[src/rtl/lcd_seg_pkg.sv]
package lcd_seg_pkg;

  // Modulo add used for every pointer step and decoded-write address.
  function automatic int unsigned wrap_add(input int unsigned base,
                                           input int unsigned step,
                                           input int unsigned depth);
    return (base + step) % depth;
  endfunction

  // Number of addresses one decoded write covers.
  function automatic int unsigned dec_span(input logic short_scan,
                                           input int unsigned ncom);
    return short_scan ? ncom - 1 : ncom;
  endfunction

  // Highest phase index the scanner visits.
  function automatic int unsigned last_phase(input logic short_scan,
                                             input int unsigned ncom);
    return short_scan ? ncom - 2 : ncom - 1;
  endfunction

endpackage

[src/rtl/lcd_wr_ptr.sv]
module lcd_wr_ptr #(
  parameter int DEPTH = 32,
  parameter int NCOM  = 4,
  localparam int AW   = $clog2(DEPTH)
) (
  input  logic          clk,
  input  logic          rst_n,
  input  logic          sel,
  input  logic          cs_fall,
  input  logic          ptr_ld,
  input  logic [AW-1:0] ptr_val,
  input  logic          nib_wr,
  input  logic          dec_wr,
  input  logic          short_scan,
  output logic          do_nib,
  output logic          do_dec,
  output logic [AW-1:0] base
);
  import lcd_seg_pkg::*;

  logic [AW-1:0] ptr_q;
  logic          do_ld;
  int unsigned   step;

  assign base   = cs_fall ? '0 : ptr_q;
  assign do_ld  = sel & ptr_ld;
  assign do_dec = sel & dec_wr & ~ptr_ld;
  assign do_nib = sel & nib_wr & ~ptr_ld & ~dec_wr;

  always_comb begin
    step = 0;
    if (do_dec)      step = dec_span(short_scan, NCOM);
    else if (do_nib) step = 1;
  end

  always_ff @(posedge clk or negedge rst_n) begin
    if (!rst_n)      ptr_q <= '0;
    else if (do_ld)  ptr_q <= ptr_val;
    else if (sel)    ptr_q <= AW'(wrap_add(32'(base), step, DEPTH));
  end

  AST_NIB_STEP: assert property (@(posedge clk) disable iff (!rst_n)
    do_nib |=> ptr_q == $past(base) + AW'(1));
  AST_DEC_STEP_FULL: assert property (@(posedge clk) disable iff (!rst_n)
    do_dec && !short_scan |=> ptr_q == $past(base) + AW'(NCOM));
  AST_DEC_STEP_SHORT: assert property (@(posedge clk) disable iff (!rst_n)
    do_dec && short_scan |=> ptr_q == $past(base) + AW'(NCOM - 1));
  AST_LOAD_WINS: assert property (@(posedge clk) disable iff (!rst_n)
    do_ld |=> ptr_q == $past(ptr_val));
  AST_FALL_CLEAR: assert property (@(posedge clk) disable iff (!rst_n)
    cs_fall && !ptr_ld && !dec_wr && !nib_wr |=> ptr_q == '0);
  AST_IDLE_HOLD: assert property (@(posedge clk) disable iff (!rst_n)
    !sel |=> $stable(ptr_q));

endmodule

[src/rtl/lcd_mem_latch.sv]
module lcd_mem_latch #(
  parameter int DEPTH = 32,
  parameter int DW    = 4,
  parameter int NCOM  = 4,
  localparam int AW   = $clog2(DEPTH)
) (
  input  logic               clk,
  input  logic               rst_n,
  input  logic               do_nib,
  input  logic               do_dec,
  input  logic               short_scan,
  input  logic [AW-1:0]      base,
  input  logic [DW-1:0]      nib_data,
  input  logic [NCOM*DW-1:0] dec_data,
  input  logic               xfer,
  output logic [DEPTH*DW-1:0] lat_flat
);
  import lcd_seg_pkg::*;

  logic [DW-1:0] mem_q [DEPTH];
  logic [DW-1:0] lat_q [DEPTH];

  for (genvar a = 0; a < DEPTH; a++) begin : g_cell
    logic          we;
    logic [DW-1:0] wd;

    always_comb begin
      we = 1'b0;
      wd = '0;
      if (do_nib && base == AW'(a)) begin
        we = 1'b1;
        wd = nib_data;
      end
      for (int j = 0; j < NCOM; j++) begin
        if (do_dec && (j < int'(dec_span(short_scan, NCOM))) &&
            AW'(wrap_add(32'(base), j, DEPTH)) == AW'(a)) begin
          we = 1'b1;
          wd = dec_data[j*DW +: DW];
        end
      end
    end

    always_ff @(posedge clk or negedge rst_n) begin
      if (!rst_n) begin
        mem_q[a] <= '0;
        lat_q[a] <= '0;
      end else begin
        if (we)   mem_q[a] <= wd;
        if (xfer) lat_q[a] <= mem_q[a];
      end
    end

    assign lat_flat[a*DW +: DW] = lat_q[a];

    AST_XFER_COPY: assert property (@(posedge clk) disable iff (!rst_n)
      xfer |=> lat_q[a] == $past(mem_q[a]));
    AST_LATCH_HOLD: assert property (@(posedge clk) disable iff (!rst_n)
      !xfer |=> $stable(lat_q[a]));
  end

endmodule

[src/rtl/lcd_com_scan.sv]
module lcd_com_scan #(
  parameter int NCOM  = 4,
  parameter int DIV_W = 8,
  localparam int PW   = $clog2(NCOM)
) (
  input  logic             clk,
  input  logic             rst_n,
  input  logic             short_scan,
  input  logic [DIV_W-1:0] div_val,
  output logic [NCOM-1:0]  com_act,
  output logic [PW-1:0]    phase
);
  import lcd_seg_pkg::*;

  logic [DIV_W-1:0] cnt_q;
  logic [PW-1:0]    ph_q;
  logic [PW-1:0]    top;
  logic             adv;

  assign top     = PW'(last_phase(short_scan, NCOM));
  assign adv     = cnt_q >= div_val;
  assign phase   = (ph_q > top) ? '0 : ph_q;
  assign com_act = NCOM'(1) << phase;

  always_ff @(posedge clk or negedge rst_n) begin
    if (!rst_n) begin
      cnt_q <= '0;
      ph_q  <= '0;
    end else if (adv) begin
      cnt_q <= '0;
      ph_q  <= (phase >= top) ? '0 : phase + PW'(1);
    end else begin
      cnt_q <= cnt_q + DIV_W'(1);
    end
  end

  AST_COM_ONEHOT: assert property (@(posedge clk) disable iff (!rst_n)
    $onehot(com_act));
  AST_SHORT_TOP_IDLE: assert property (@(posedge clk) disable iff (!rst_n)
    short_scan |-> !com_act[NCOM-1]);
  AST_DWELL_HOLD: assert property (@(posedge clk) disable iff (!rst_n)
    !adv |=> $stable(ph_q));

endmodule

[src/rtl/lcd_seg_ctrl.sv]
module lcd_seg_ctrl #(
  parameter int DEPTH = 32,
  parameter int DW    = 4,
  parameter int NCOM  = 4,
  parameter int DIV_W = 8,
  localparam int AW   = $clog2(DEPTH),
  localparam int PW   = $clog2(NCOM)
) (
  input  logic               clk,
  input  logic               rst_n,
  input  logic               cs_n,
  input  logic               ptr_ld,
  input  logic [AW-1:0]      ptr_val,
  input  logic               nib_wr,
  input  logic [DW-1:0]      nib_data,
  input  logic               dec_wr,
  input  logic [NCOM*DW-1:0] dec_data,
  input  logic               short_scan,
  input  logic               disp_on,
  input  logic [DIV_W-1:0]   div_val,
  output logic [NCOM-1:0]    com_act,
  output logic [DEPTH-1:0]   seg
);
  logic                cs_q, short_q, disp_q;
  logic                sel, cs_fall, cs_rise;
  logic                do_nib, do_dec;
  logic [AW-1:0]       base;
  logic [DEPTH*DW-1:0] lat_flat;
  logic [PW-1:0]       phase;

  assign sel     = ~cs_n;
  assign cs_fall = sel & cs_q;
  assign cs_rise = cs_n & ~cs_q;

  always_ff @(posedge clk or negedge rst_n) begin
    if (!rst_n) begin
      cs_q    <= 1'b1;
      short_q <= 1'b0;
      disp_q  <= 1'b0;
    end else begin
      cs_q    <= cs_n;
      short_q <= short_scan;
      disp_q  <= disp_on;
    end
  end

  lcd_wr_ptr #(.DEPTH(DEPTH), .NCOM(NCOM)) u_ptr (
    .clk(clk), .rst_n(rst_n), .sel(sel), .cs_fall(cs_fall),
    .ptr_ld(ptr_ld), .ptr_val(ptr_val), .nib_wr(nib_wr), .dec_wr(dec_wr),
    .short_scan(short_q), .do_nib(do_nib), .do_dec(do_dec), .base(base)
  );

  lcd_mem_latch #(.DEPTH(DEPTH), .DW(DW), .NCOM(NCOM)) u_mem (
    .clk(clk), .rst_n(rst_n), .do_nib(do_nib), .do_dec(do_dec),
    .short_scan(short_q), .base(base), .nib_data(nib_data),
    .dec_data(dec_data), .xfer(cs_rise), .lat_flat(lat_flat)
  );

  lcd_com_scan #(.NCOM(NCOM), .DIV_W(DIV_W)) u_scan (
    .clk(clk), .rst_n(rst_n), .short_scan(short_q), .div_val(div_val),
    .com_act(com_act), .phase(phase)
  );

  always_comb begin
    for (int a = 0; a < DEPTH; a++)
      seg[a] = disp_q & lat_flat[a*DW + int'(phase)];
  end

  AST_NO_WRITE_ON_RELEASE: assert property (@(posedge clk) disable iff (!rst_n)
    cs_rise |-> !do_nib && !do_dec);
  AST_DARK_WHEN_OFF: assert property (@(posedge clk) disable iff (!rst_n)
    $fell(disp_q) |-> seg == '0);

endmodule

[config.mk]
export PLATFORM = sky130hd
export DESIGN_NAME = lcd_seg_ctrl
export DESIGN_NICKNAME = d
export VERILOG_FILES = /design/src/rtl/lcd_seg_pkg.sv /design/src/rtl/lcd_wr_ptr.sv /design/src/rtl/lcd_mem_latch.sv /design/src/rtl/lcd_com_scan.sv /design/src/rtl/lcd_seg_ctrl.sv
export SDC_FILE = /design/constraint.sdc
export NUM_CORES = 1
export LEC_CHECK = 0
export ABC_AREA = 1
export BUFFER_PORTS_ARGS = -buffer_cell sky130_fd_sc_hd__buf_2
export CORE_ASPECT_RATIO = 1.2
export CORE_MARGIN = 10
export CORE_UTILIZATION = 55
export CTS_CLUSTER_DIAMETER = 80
export DETAILED_ROUTE_END_ITERATION = 16
export HOLD_SLACK_MARGIN = 0.12
export PLACE_DENSITY = 0.75
export SYNTH_ARGS = -nofsm -noshare
export SYNTH_HDL_FRONTEND = slang
export SYNTH_SLANG_ARGS = --single-unit
[constraint.sdc]
create_clock -name clk -period 3.1 [get_ports clk]
set_input_delay 0.465 -clock clk [delete_from_list [all_inputs] [get_ports clk]]
set_output_delay 0.465 -clock clk [all_outputs]
set_load 0.05 [all_outputs]
==> summary.md <==
| Metric | Value |
|---|---|
| Critical path launch point type | `flip-flop` |
| Most frequent cell after synthesis | `nand2_1` |
| PwrDens | `between 700 and 800 nW/um^2` |
| First-pass GRT wire length | `114 mm` |
| Critical path depth | `10` |
| Worst path max stage delay | `~0.37 ns` |
| Largest area contributor in the netlist | `dfrtp_1` |
| Crit path capture type | `output pin` |
| Largest net degree at the start of global routing | `82` |
| Total gr overflow | `0` |
| DP Area | `approximately 19,000 sq um` |
| # placed instances | `around 3,000` |
| Synth Area in XOR/XNOR | `less than 1%` |
| Average wire per standard cell | `about 26 um` |
| Ys async rst share | `100%` |
| Die H | `~220 um` |
| Total track usage | `a little under two fifths` |
| Sum of buffers and inverters on the critical path | `5` |
| Tcrit/Tclk final | `104%` |
| Post-synthesis sequential area ratio | `between 30% and 40%` |
| Post-synthesis adder-cell area fraction | `approximately 1.2%` |
| Post-synth top area share | `a little under two fifths` |
| Worst r2r path cells | `13` |
| Leak Pwr | `around 10 nW` |
| Overall routed net length | `~78 mm` |
| Number of max-cap violations | `0` |
| Synth Area in Compound Gates | `under 10%` |
| CP Max Fanout | `12` |
| Mapped Nets | `2,564` |
| Gpl congestion | `1.08` |
| H-tree depth | `1` |
| Vias per inst | `about 6.4` |
| Vias in the first global route | `about 19,000` |
| Data arrival, critical path | `2.75 ns` |
| CP startpoint | `short_q$_DFF_PN0_` |
| Die width | `about 180 um` |
| Largest family of logic cells by synthesized area | `simple AND/OR/NAND/NOR gates` |
| Violated checks | `setup timing` |
| CP endpoint | `seg[13]` |
| Ant diodes | `0` |
| Cts bufs inserted | `27` |
| Clk Latency, worst-skew pair | `between 0.5 and 0.6 ns` |
| Initial antenna violation count | `0` |
| End of the worst register-to-register path | `u_mem.mem_q[77]$_DFFE_PN0P_` |
| Highest-delay cell along the critical path | `dfrtp_1` |
| Design area | `between 20,000 and 25,000 sq um` |
| Area Overhead vs Synth | `14.7%` |
| Worst path top cell family by delay | `buffers and inverters` |
| Top_reg_cell synth | `dfrtp_1` |
| Yosys warning count | `0` |
| Worst Hold Class | `primary input to flip-flop` |
| Netlist Area Pre-Place | `around 18,000 sq um` |
| DRC viols | `0` |
| Fmax | `0.311 GHz` |
| Final setup violating endpoints | `32` |
| Clk buf depth | `3` |
| Min Tclk post-route | `between 3 and 4 ns` |
| Yosys cell types | `50` |
| Simple-Gate Fraction of Synth Area | `approximately two fifths` |
| Crit path top cell by count | `buf_4` |
| Final cell count without fillers | `3,026` |
| Worst vdd ir | `0.686 mV` |
| Fin util | `a little under two thirds` |
| R2r setup slk | `between 0.15 and 0.2 ns` |
| Most instantiated cells after synthesis | `nand2_1, nor2_1, nand3_1` |
| Cell row count | `around 70` |
| Final Skew | `around 0.022 ns` |
| Die ar. | `40,300 sq um` |
| Core area | `roughly 32,000 sq um` |
| Synth Area per Inst | `7.16 sq um` |
| Sink Count | `274` |
| Crit Path Class | `flip-flop to output pin` |
| Hold Violations, Final | `0` |
| I/O Buffers | `76` |
| DR iter-0 viols | `between 2,000 and 3,000` |
| Worst-path clk slew | `roughly 0.06 ns` |
| Clock root cell | `clkbuf_16` |
| Mux cell area share after synthesis | `~8%` |
| Top Ports | `77` |
| DR pass1 iterations | `7` |
| Critical R2R Launch | `cs_q$_DFF_PN1_` |
| Final WS setup | `-0.113 ns` |
| Top cells by area, synth | `dfrtp_1, nand2_1, nand3_1, nor2_1, mux2_2` |
| Layout cell share with drive strength beyond 1 | `around a fifth` |
| Vias | `slightly below 20,000` |
| Run status | `complete, but fails checks` |
| Max-slew violations | `0` |
| Initial core utilization | `~56%` |
| HPWL Detailed | `around 53 mm` |
| CP cell instances | `inv_1 > ha_1 > inv_2 > nand3_2 > nand2_4 > buf_4 > buf_4 > o21ai_0 > a31oi_2 > buf_6` |
| Required @ worst endpoint | `2.63 ns` |
| CTS tree | `built` |
| Post-Synthesis Cells | `approximately 2,500` |
| Slew @ Worst Pin | `roughly 1.2 ns` |
| Synth Register Bits | `274` |
| Slew Limit Headroom | `20.6%` |
| Number of enable flip-flop cells after synthesis | `0` |
| Post-DRT Antenna Nets | `0` |
| Net count, final | `2,657` |
registers in the layout, summed over array words and instances (netlist names):
signal,cells
cs_q,1
disp_q,1
short_q,1
u_mem.lat_flat,128
u_mem.mem_q,128
u_ptr.ptr_q,5
u_scan.cnt_q,8
u_scan.ph_q,2
per-stage QoR:
| stage | hold slack [ns] | power, W | setup WS, ns | TNS (ns) |
|---|---|---|---|---|
| global route | 0.153 | 0.0155 | -0.148 | -3.18 |
| CTS | 0.133 | 0.0145 | -0.00644 | -0.00644 |
| detailed placement | 0.473 | 0.0107 | -0.121 | -0.189 |
| finish | 0.135 | 0.0148 | -0.113 | -1.15 |
| global placement | 0.471 | 0.0104 | -0.168 | -0.324 |
| floorplan | 0.169 | 0.00889 | 0.0243 | 0 |
report_power, final:
group	switching [W]	internal, W
logic	0.00341	0.00191
clock network	0.00144	0.00225
registers	0.000908	0.00493
worst reg2reg max path: cells and delay by family, from the launching register on:
| family | cells | cell delay, ns |
|---|---|---|
| buffers and inverters | 3 | 0.72 |
| and+or+nand+nor | 10 | 1.45 |
| DFF | 1 | 0.57 |
how the worst min path moves through the flow:
| stage | from | endpoint | slack [ns] | cells after the start |
|---|---|---|---|---|
| 4_1_cts | ptr_val[0] | u_ptr.ptr_q[0]$_DFFE_PN0P_ | 0.13 | 3 |
| 5_1_grt | ptr_val[1] | u_ptr.ptr_q[1]$_DFFE_PN0P_ | 0.15 | 3 |
| 2_1_floorplan | rst_n | disp_q$_DFF_PN0_ | 0.17 | 0 |
| 6_report | ptr_val[1] | u_ptr.ptr_q[1]$_DFFE_PN0P_ | 0.13 | 3 |
| 3_3_place_gp | u_mem.mem_q[10]$_DFFE_PN0P_ | u_mem.mem_q[10]$_DFFE_PN0P_ | 0.47 | 2 |
| 3_5_place_dp | u_mem.mem_q[10]$_DFFE_PN0P_ | u_mem.mem_q[10]$_DFFE_PN0P_ | 0.47 | 2 |
cell families after synthesis:
family / Yosys count
and+or+nand+nor: 1625
DFF: 274
buffers and inverters: 264
AOI/OAI and AO/OA: 195
muxes: 127
adders and majority gates: 17
xor gates and xnor gates: 4
metal layers:
layer	routed length, um	up-vias	GRT usage (%)
met5	0	-	0
met4	5430	0	21.6
met3	9380	370	8.08
met2	33600	1358	56.4
met1	29800	9106	48.8
li1	-	8482	-
cell type report:
cell class	count	area, sq um
multi-input combinational	1968	10100
clock buffer	33	728
fill	2848	11700
timing repair buffer	195	1610
inverter	133	509
tap	407	509
clock inverter	16	265
sequential	274	6860
layout by cell type (no fill, tap or decap), drive strengths merged, types with 2 or more instances in the layout:
cell,Yosys,routed
o21ai,95,95
nor2,492,492
ha,16,16
a21oi,51,51
nand3,355,355
nand2,658,658
a31oi,25,25
mux2,127,127
nor3,36,36
o22ai,7,7
xor2,4,4
bufinv,0,7
clkbuf,84,38
inv,129,132
a22oi,8,8
dlygate4sd3,0,3
clkinv,4,9
buf,47,187
nand4,79,79
nor3b,2,2
o211ai,6,6
dfrtp,273,273
timing repair:
action                                 4_1_cts  5_1_grt
hold buffers                                 3        0
buffers inserted                             3        3
endpoints found under the hold margin       72        0
pin swaps                                    2        4
gates resized for setup                     30       24
setup endpoints to repair                   33       32
gates cloned                                 1        2
(Power assumes the default switching activity.)
